`src/rtl/acc_alu.sv`:
```
module acc_alu #(
  parameter int W = 8
) (
  input  logic         clk,
  input  logic         rst_n,
  input  logic [2:0]   op,
  input  logic [W-1:0] acc_in,
  input  logic [W-1:0] opnd_in,
  input  logic [7:0]   flags_in,
  input  logic         wr_en,
  output logic [W-1:0] result,
  output logic [7:0]   flags_out
);
  localparam int NB = W / 2;
  localparam logic [7:0] USED = 8'hD5;
  localparam logic [2:0] OP_ADD = 3'd0, OP_ADC = 3'd1, OP_SUB = 3'd2, OP_SBB = 3'd3,
                         OP_INC = 3'd4, OP_DEC = 3'd5, OP_CMA = 3'd6, OP_RLC = 3'd7;

  logic [W-1:0] b_eff;
  logic         cin;
  logic [W:0]   sum;
  logic [NB:0]  lo;
  logic [W-1:0] res_c;
  logic [7:0]   flg_c;
  logic         cy_c;
  logic         is_sub;

  assign is_sub = (op == OP_SUB) || (op == OP_SBB);

  always_comb begin
    b_eff = opnd_in;
    cin   = 1'b0;
    case (op)
      OP_ADC: cin = flags_in[0];
      OP_SUB: begin b_eff = ~opnd_in; cin = 1'b1; end
      OP_SBB: begin b_eff = ~opnd_in; cin = ~flags_in[0]; end
      OP_INC: b_eff = W'(1);
      OP_DEC: b_eff = {W{1'b1}};
      default: ;
    endcase
  end

  assign sum = {1'b0, acc_in} + {1'b0, b_eff} + (W+1)'(cin);
  assign lo  = {1'b0, acc_in[NB-1:0]} + {1'b0, b_eff[NB-1:0]} + (NB+1)'(cin);

  always_comb begin
    case (op)
      OP_CMA:  res_c = ~acc_in;
      OP_RLC:  res_c = {acc_in[W-2:0], acc_in[W-1]};
      default: res_c = sum[W-1:0];
    endcase
  end

  always_comb begin
    if (op == OP_INC || op == OP_DEC) cy_c = flags_in[0];
    else if (is_sub)                  cy_c = ~sum[W];
    else                              cy_c = sum[W];
  end

  always_comb begin
    case (op)
      OP_CMA:  flg_c = flags_in & USED;
      OP_RLC:  flg_c = {flags_in[7:1], acc_in[W-1]} & USED;
      default: flg_c = {res_c[W-1], ~|res_c, 1'b0, lo[NB], 1'b0, ~^res_c, 1'b0, cy_c};
    endcase
  end

  always_ff @(posedge clk or negedge rst_n) begin
    if (!rst_n) begin
      result    <= '0;
      flags_out <= '0;
    end else if (wr_en) begin
      result    <= res_c;
      flags_out <= flg_c;
    end
  end
endmodule


```
`config.mk`:
```
export PLATFORM = sky130hd
export DESIGN_NAME = acc_alu
export DESIGN_NICKNAME = d
export VERILOG_FILES = /design/src/rtl/acc_alu.sv
export SDC_FILE = /design/constraint.sdc
export NUM_CORES = 1
export LEC_CHECK = 0
export BUFFER_PORTS_ARGS = -buffer_cell sky130_fd_sc_hd__buf_2
export CAP_MARGIN = 20
export CELL_PAD_IN_SITES_DETAIL_PLACEMENT = 0
export CELL_PAD_IN_SITES_GLOBAL_PLACEMENT = 1
export CORE_MARGIN = 1.5
export CORE_UTILIZATION = 33
export CTS_BUF_LIST = sky130_fd_sc_hd__clkbuf_4
export CTS_CLUSTER_SIZE = 8
export DETAILED_ROUTE_END_ITERATION = 16
export PLACE_DENSITY_LB_ADDON = 0.1
export SETUP_SLACK_MARGIN = 0.15
export SYNTH_ARGS = -nofsm -noshare
export SYNTH_HDL_FRONTEND = slang
export SYNTH_SLANG_ARGS = --single-unit
```
`constraint.sdc`:
```
create_clock -name clk -period 0.8 [get_ports clk]
set_input_delay 0.16 -clock clk [delete_from_list [all_inputs] [get_ports clk]]
set_output_delay 0.16 -clock clk [all_outputs]
set_load 0.01 [all_outputs]
```
# After elaboration in Yosys (flattened, before gate mapping)
# Cells that the tools add are included.
# Widths: inputs -> output; s select.
# totals
ff_bits	16
input_bits	30
out_inout_bits	16
elab_cells	29
# classes
add_sub_neg	4
eq_ne	7
muxes	6
bitwise_logic	4
reduce_logical	6
# ops
op	n
$pmux 8 s2	2
$pmux 8 s3	1
$not 8->8	2
$eq 3x3->1 const B	4
$add 8x8->9	1
$add 9x1->9	1
$reduce_or 8->1	1
$reduce_xnor 8->1	1
$eq 3x2->1 const B	2
$add 4x4->5	1
$add 5x1->5	1
$eq 3x1->1 const B	1
$pmux 1 s3	1
$logic_or 1x1->1	2
$mux 1	2
$not 1->1	2
$reduce_or 2->1	1
$logic_not 1->1	1

# Longest topological paths before layout
# Gate-level depths: netlist of the first run.
# logic_depth
word_depth	9
mapped_depth	18
ltp_nobuf	16

# Worst setup path after synthesis of the first run
# Ideal clock, no wire load.
# synth_path
kind	input-to-reg
start	input op[2]
end	register flags_out[2]
setup_time_ns	0.137
arrival_time_ns	3.122
t_required_ns	0.663
path_slack_ns	-2.459
path_stages	15
path_buffers	2
cell_sequence	clkbuf_1 -> clkbuf_1 -> o21ai_0 -> fa_1 -> fa_1 -> nand2b_1 -> o2bb2ai_1 -> o21a_1 -> o211ai_1 -> ha_1 -> xnor2_1 -> xnor2_1 -> nand2_1 -> o21ai_0 -> a21oi_1
# synth_between
elab_chain_len	8
word_cells_on_any_way	15
classes_between	2 x add/sub; 7 x eq/ne; 4 x mux; 2 x reduce/logical
# synth_rtl
item	line	text
start, declared	6	input logic [2:0] op,
$eq 3x2->1	33	case (op)
$reduce_or 2->1 (no line)	n/a	
$pmux 8 s3	33	
$add 8x8->9	43	assign sum = {1'b0, acc_in} + {1'b0, b_eff} + (W+1)'(cin);
$add 9x1->9	43	
$pmux 8 s2	47	case (op)
$reduce_xnor 8->1	64	default: flg_c = {res_c[W-1], ~|res_c, 1'b0, lo[NB], 1'b0, ~^res_c, 1'b0, cy_c};
$pmux 8 s2 *	61	case (op)
end signal, assigned	74	flags_out <= flg_c;
end, declared	12	output logic [7:0] flags_out
# Every way passes the cells marked *; elsewhere a longest branch is shown, timed or not.
# A chain may end at the register's enable or synchronous reset.

# Worst setup path in the final report of the first run
# layout_path
start	input op[1]
end	register flags_out[2]
# The elaborated chain is that of the path after synthesis.

==> results of run 1 <==
## flip-flops by register name, indices dropped and copies added (netlist names)
register and cells:
result 8, flags_out 5
## metal layers
layer  share of wire [%]  vias up  track usage (%)
li1                    -      873                -
met1                  45      808             23.2
met2                  52       24             33.7
met3                 2.8        2             3.22
met4                0.28        0             1.96
met5                   0        -                0
## synthesized netlist by cell type (2+ instances only)
library cell | count | area share (%)
nand2_1 | 29 | 7.6
a21oi_1 | 21 | 7.3
nor2_1 | 20 | 5.2
o21ai_0 | 19 | 6.6
dfrtp_1 | 13 | 23
ha_1 | 11 | 9.6
inv_1 | 11 | 2.9
xnor2_1 | 9 | 5.5
clkbuf_1 | 7 | 1.8
nand2b_1 | 5 | 2.2
xor2_1 | 5 | 3.0
o211ai_1 | 4 | 2.1
a211oi_1 | 3 | 1.6
buf_2 | 3 | 1.0
buf_4 | 3 | 1.6
o21a_1 | 3 | 1.6
fa_1 | 2 | 2.8
mux2i_1 | 2 | 1.4
o21ai_1 | 2 | 0.70
o22a_1 | 2 | 1.2
o31ai_1 | 2 | 1.0
## cells in the final DEF (no fill, tap or decap), types with 2 or more instances in the layout
cell type  instances
xnor2_1            6
buf_2             35
clkbuf_4           4
a21oi_2           10
ha_1               9
o21ai_1            9
o22a_1             2
inv_1             10
xor2_1             2
o211ai_1           4
o21ai_2            6
mux2i_1            2
buf_12             4
nand2b_1           3
a21oi_1           11
nor2_2             2
conb_1             3
buf_8              2
buf_4             60
xor2_2             3
o21ai_0            5
a31oi_4            2
nor2_1            17
dfrtp_1           13
or4_4              2
fa_2               2
xnor2_2            3
a211oi_1           2
buf_6              8
nand2b_4           2
o21a_1             3
nand2_1           25
nand2_2            3
## final cells by class
| type | instances | area [um2] |
|---|---|---|
| Fill cell | 362 | 1500 |
| Multi-Input combinational cell | 159 | 1260 |
| Timing Repair Buffer | 111 | 868 |
| Sequential cell | 13 | 325 |
| Tap cell | 50 | 62.6 |
| Inverter | 11 | 41.3 |
| Clock buffer | 4 | 30.0 |
## stage by stage
| step | worst slack (ns) | cells | setup TNS (ns) | total power [uW] |
|---|---|---|---|---|
| after floorplan | -2.12 | 197 | -16.18 | 2140 |
| after global placement | -2.19 | 324 | -18.97 | 2970 |
| after detailed placement | -2.27 | 324 | -19.64 | 2980 |
| after CTS | -1.92 | 340 | -17.63 | 3830 |
| after global routing | -1.97 | 348 | -18.79 | 4480 |
| final | -1.87 | 348 | -17.29 | 4150 |
## worst reg2reg max path: stages (launching register included)
cell     delay (ns)
dfrtp_1        0.38
buf_4          0.13
buf_4          0.12
o22a_1         0.19
## cell families (layout without fill, tap and decap cells)
family,Yosys count,in the layout,synth area share (%)
adder cells (fa/ha/maj),13,13,12.3
flip-flops,13,13,22.6
AO/OA/AOI/OAI,64,64,27.2
AND/OR/NAND/NOR,63,63,19.4
multiplexers,2,2,1.39
buffers and inverters,25,126,8.26
XOR/XNOR,14,14,8.52
other,1,3,0.261
## path summary, 6_finish.rpt
check / startpoint / slack [ns] / end / cells after the start
setup / recovery: op[1] / -1.87 / flags_out[2]$_DFFE_PN0P_ / 16
hold / removal: wr_en / 0.12 / result[2]$_DFFE_PN0P_ / 2
setup reg to reg: flags_out[7]$_DFFE_PN0P_ / -0.12 / flags_out[7]$_DFFE_PN0P_ / 3
hold reg to reg: result[0]$_DFFE_PN0P_ / 0.50 / result[0]$_DFFE_PN0P_ / 2
max in group asynchronous: rst_n / 0.27 / flags_out[0]$_DFFE_PN0P_ / 2
min in group asynchronous: rst_n / 0.29 / flags_out[4]$_DFFE_PN0P_ / 2
## power breakdown
part / internal, uW / switching (uW)
sequential: 799 / 72.8
clock: 227 / 218
combinational: 1580 / 1250
total: 2600 / 1540
## repair_timing
action / in CTS / in global routing
gates resized for setup: 37 / 31
gates cloned: 1 / 0
pin swaps: 24 / 29
hold buffers: 1 / 0
endpoints found under the hold margin: 13 / 0
setup endpoints to repair: 26 / 26
setup buffers: 10 / 8
==> flow_summary.toml, run 1 <==
[yosys]
netlist_area_mm2 = 0.00144
synth_warnings = 0
ys.flop_type = "dfrtp_1"
synthArstFlopShare_pct = 100
synth.distinct_cells = 40
syn_inst = 195
ys_ff_latch = 13
synth-edff-count = 0
synth_seq_area_share_pct = 22.6
avgSynthCellArea_um2 = 7.38

[clock_network]
path_clk_slew_ns = 0.08
cts_tree = "done"
cts_inserted_buffers = 3
clock-sinks = 13
htreeDepth = 1
clk_latency_ns = 0.27
root_buffer = "clkbuf_4"
cts_buffer_depth = 2

[setup_path]
end_kind = "flop"
critPathSlowestCell = "or4_4"
cp_cell_sequence = "buf_12 > bufbuf_16 > buf_6 > xnor2_1 > o21ai_1 > ha_1 > or4_4 > o21ai_4 > a31oi_4 > a21oi_2 > ha_4 > xnor2_2 > xnor2_1 > nand2_1 > o21ai_1 > a21oi_1"
cpLargestDelayFamily = "compound AO/OA/AOI/OAI gates"
cp.arrival_ns = 2.83
critPathMaxStageDelay_ns = 0.52
startpoint_type = "input pin"
worst-endpoint-required_ns = 0.96
critPathKind = "in -> reg"
crit_fanout = 6
path_buf_inv = 3

[timing]
rsz0062_at_grt = "yes"
worst_hold_slack_ns = 0.119
fmax_ghz = 0.375
layout_setup_ws_ns = -1.87
drv_slew = 0
setup_viol = 26
skew_ns = 0
period_share_pct = 333
fin_crit_ns = 2.67
finalHoldViolations = 0

[hold_path]
worstHoldPathType = "in -> reg"

[placement]
portBuffers = 39
placed_cell_area_mm2 = 0.00211
hpwl_mm = 3.39
gp_congestion = 0.806

[drt]
via_per_inst = 4.91
totalWireLength_mm = 4.62
firstDrtPassIters = 4
wl_per_cell_um = 13.3
ant_nets = 0
vias = 1707
drt-initial-drc-count = 62
route.detailed.drc = 0

[run]
cap_viol_max_count = 0

[floorplanning]
rows = 23
die_width_um = 69.0
die_h_um = 69.0
core_mm2 = 0.00409
start_util_pct = 35.2
io_pins = 46
die-area_mm2 = 0.00477

[outcome]
violations = "negative setup slack"
outcome = "finished with violations"

[grt]
grt_pass1_wl_mm = 7.43
overflow = 0
grt_use_total_pct = 18.4
grt_max_degree = 19
grt_pass1_vias = 1665
antenna_found_initial = 0

[cells_and_area]
area_growth_syn_to_layout_pct = 79.7
antenna_cells = 0
nets = 342
drive_gt1_share_pct = 54.4
final_area_mm2 = 0.00259
final_util_pct = 63.3

[pwr]
vdd_drop_max_v = 0.000999
p_leak_uw = 0.00125
pwr_density_cell_mw_per_mm2 = 1600
Power figures use the tool's default switching activity.
==> run 2: changes to the inputs <==
Settings changed: CELL_PAD_IN_SITES_DETAIL_PLACEMENT 0 to 1.
==> run 2 against run 1 <==
The run still ends with negative setup slack left. Critical path depth is 3 higher. Sequential cell count unchanged. Sequential share of layout area is 0.30 points lower. Sequential power up 0.6%. Clock skew did not move. Non-clock buffer count rose by 8. Via count increased by 12%. Wire length grew 57%. Clock power up 4%. Die area stayed put. Hold slack better by 0.0023 ns. Fmax down 6.6%. Critical path type unchanged. Largest power group unchanged. Highest routed layer unchanged.
==> flow_summary.toml, run 2 (synthesis results as in run 1) <==
[setup_path]
startpoint_type = "input pin"
cp.arrival_ns = 3.03
critPathSlowestCell = "or4_4"
end_kind = "flop"
cp_cell_sequence = "buf_12 > buf_12 > nor2_4 > buf_6 > a21oi_2 > nand2_1 > o21ai_1 > ha_2 > a21o_2 > or4_4 > o21ai_4 > a31oi_4 > a21oi_2 > ha_2 > xnor2_2 > xnor2_1 > nand2_1 > o21ai_1 > a21oi_1"
worst-endpoint-required_ns = 0.97
crit_fanout = 8
critPathMaxStageDelay_ns = 0.43
critPathKind = "in -> reg"

[clock_network]
cts_tree = "done"
cts_buffer_depth = 2
htreeDepth = 1
root_buffer = "clkbuf_4"
clock-sinks = 13
cts_inserted_buffers = 3
clk_latency_ns = 0.28
path_clk_slew_ns = 0.08

[drt]
vias = 1906
drt-initial-drc-count = 93
firstDrtPassIters = 4
wl_per_cell_um = 20.4
via_per_inst = 5.34
ant_nets = 0
route.detailed.drc = 0
totalWireLength_mm = 7.27

[cells_and_area]
final_area_mm2 = 0.00265
final_common_cell = "buf_4"
nets = 350
largest_register_ffs = 8
area_growth_syn_to_layout_pct = 84.1
regMostFlops = "result"
biggestRegsByFlops = "result x8, flags_out x5"
drive_gt1_share_pct = 55.9
final_cells = 357
layout_common_cells = "buf_4 (63), buf_2 (36), nand2_1 (28)"

[floorplanning]
die-area_mm2 = 0.00477
io_pins = 46
rows = 23
core_mm2 = 0.00409
die_h_um = 69.0
die_width_um = 69.0
start_util_pct = 35.2

[placement]
dp.cells = 324
hpwl_mm = 4.19
portBuffers = 39
gp_congestion = 0.806
placed_cell_area_mm2 = 0.00211

[timing]
fin_crit_ns = 2.86
setup_viol = 26
rsz0062_at_grt = "yes"
drv_slew = 0
skew_ns = 0
tns_ns = -18.93
period_share_pct = 357
finalHoldViolations = 0
worst_hold_slack_ns = 0.121
layout_setup_ws_ns = -2.06
fmax_ghz = 0.350

[pwr]
p_leak_uw = 0.00129
pwr_density_cell_mw_per_mm2 = 1730
vdd_drop_max_v = 0.00111
power_uw = 4570

[outcome]
violations = "negative setup slack"
outcome = "finished with violations"

[grt]
grt_pass1_vias = 2003
grt_max_degree = 19
antenna_found_initial = 1
grt_pass1_wl_mm = 9.69
overflow = 0
grt_use_total_pct = 25.0

[hold_path]
worstHoldPathType = "in -> reg"

[run]
cap_viol_max_count = 0
-- run 2: path summary, 6_finish.rpt --
| path | start | end | slack [ns] | cells past startpoint |
|---|---|---|---|---|
| setup / recovery | op[1] | flags_out[2]$_DFFE_PN0P_ | -2.06 | 19 |
| hold / removal | wr_en | result[2]$_DFFE_PN0P_ | 0.12 | 2 |
| setup reg to reg | result[3]$_DFFE_PN0P_ | result[3]$_DFFE_PN0P_ | -0.12 | 3 |
| hold reg to reg | flags_out[4]$_DFFE_PN0P_ | flags_out[4]$_DFFE_PN0P_ | 0.50 | 1 |
| max in group asynchronous | rst_n | flags_out[0]$_DFFE_PN0P_ | 0.25 | 2 |
| min in group asynchronous | rst_n | flags_out[4]$_DFFE_PN0P_ | 0.30 | 2 |
-- run 2: final cells by class --
type / instances / area [um2]
fill: 498 / 1440
sequential: 13 / 325
inverter: 11 / 41.3
multi-input combinational: 159 / 1270
clock buffer: 4 / 30.0
antenna: 1 / 2.50
tap: 50 / 62.6
timing repair buffer: 119 / 916
-- run 2: worst max-delay path, delay by kind of cell --
kind / cells / cell delay (ns)
compound gates: 8 / 0.89
xor+xnor: 2 / 0.32
simple gates: 4 / 0.78
buf+inv: 3 / 0.37
fa+ha+maj: 2 / 0.49
-- run 2: per-layer routing --
layer	track usage, %	vias to the layer above	part of all wire, %
met5	0	-	0
met4	7.19	0	4.0
met3	3.36	22	2.8
met2	47.2	55	54
met1	29.1	940	40
li1	-	889	-
-- run 2: repair_timing --
action                     in CTS  in global routing
setup buffers                  13                 14
gates resized for setup        44                 28
hold buffers                    1                  0
setup endpoints to repair      26                 26
hold endpoints to repair       13                  0
pin swaps                      22                 25
-- run 2: metrics by stage --
| step | util [%] | worst slack, ns |
|---|---|---|
| after detailed placement | 51.6 | -2.28 |
| final | 64.8 | -2.06 |
| after floorplan | - | -2.12 |
| after CTS | 59.1 | -1.94 |
| after global routing | 64.8 | -2.10 |
| after global placement | 51.6 | -2.19 |
-- run 2: power breakdown --
| group | internal (uW) | switching (uW) |
|---|---|---|
| Sequential | 799 | 77.8 |
| Combinational | 1700 | 1530 |
| Clock | 228 | 237 |
| Total | 2720 | 1850 |
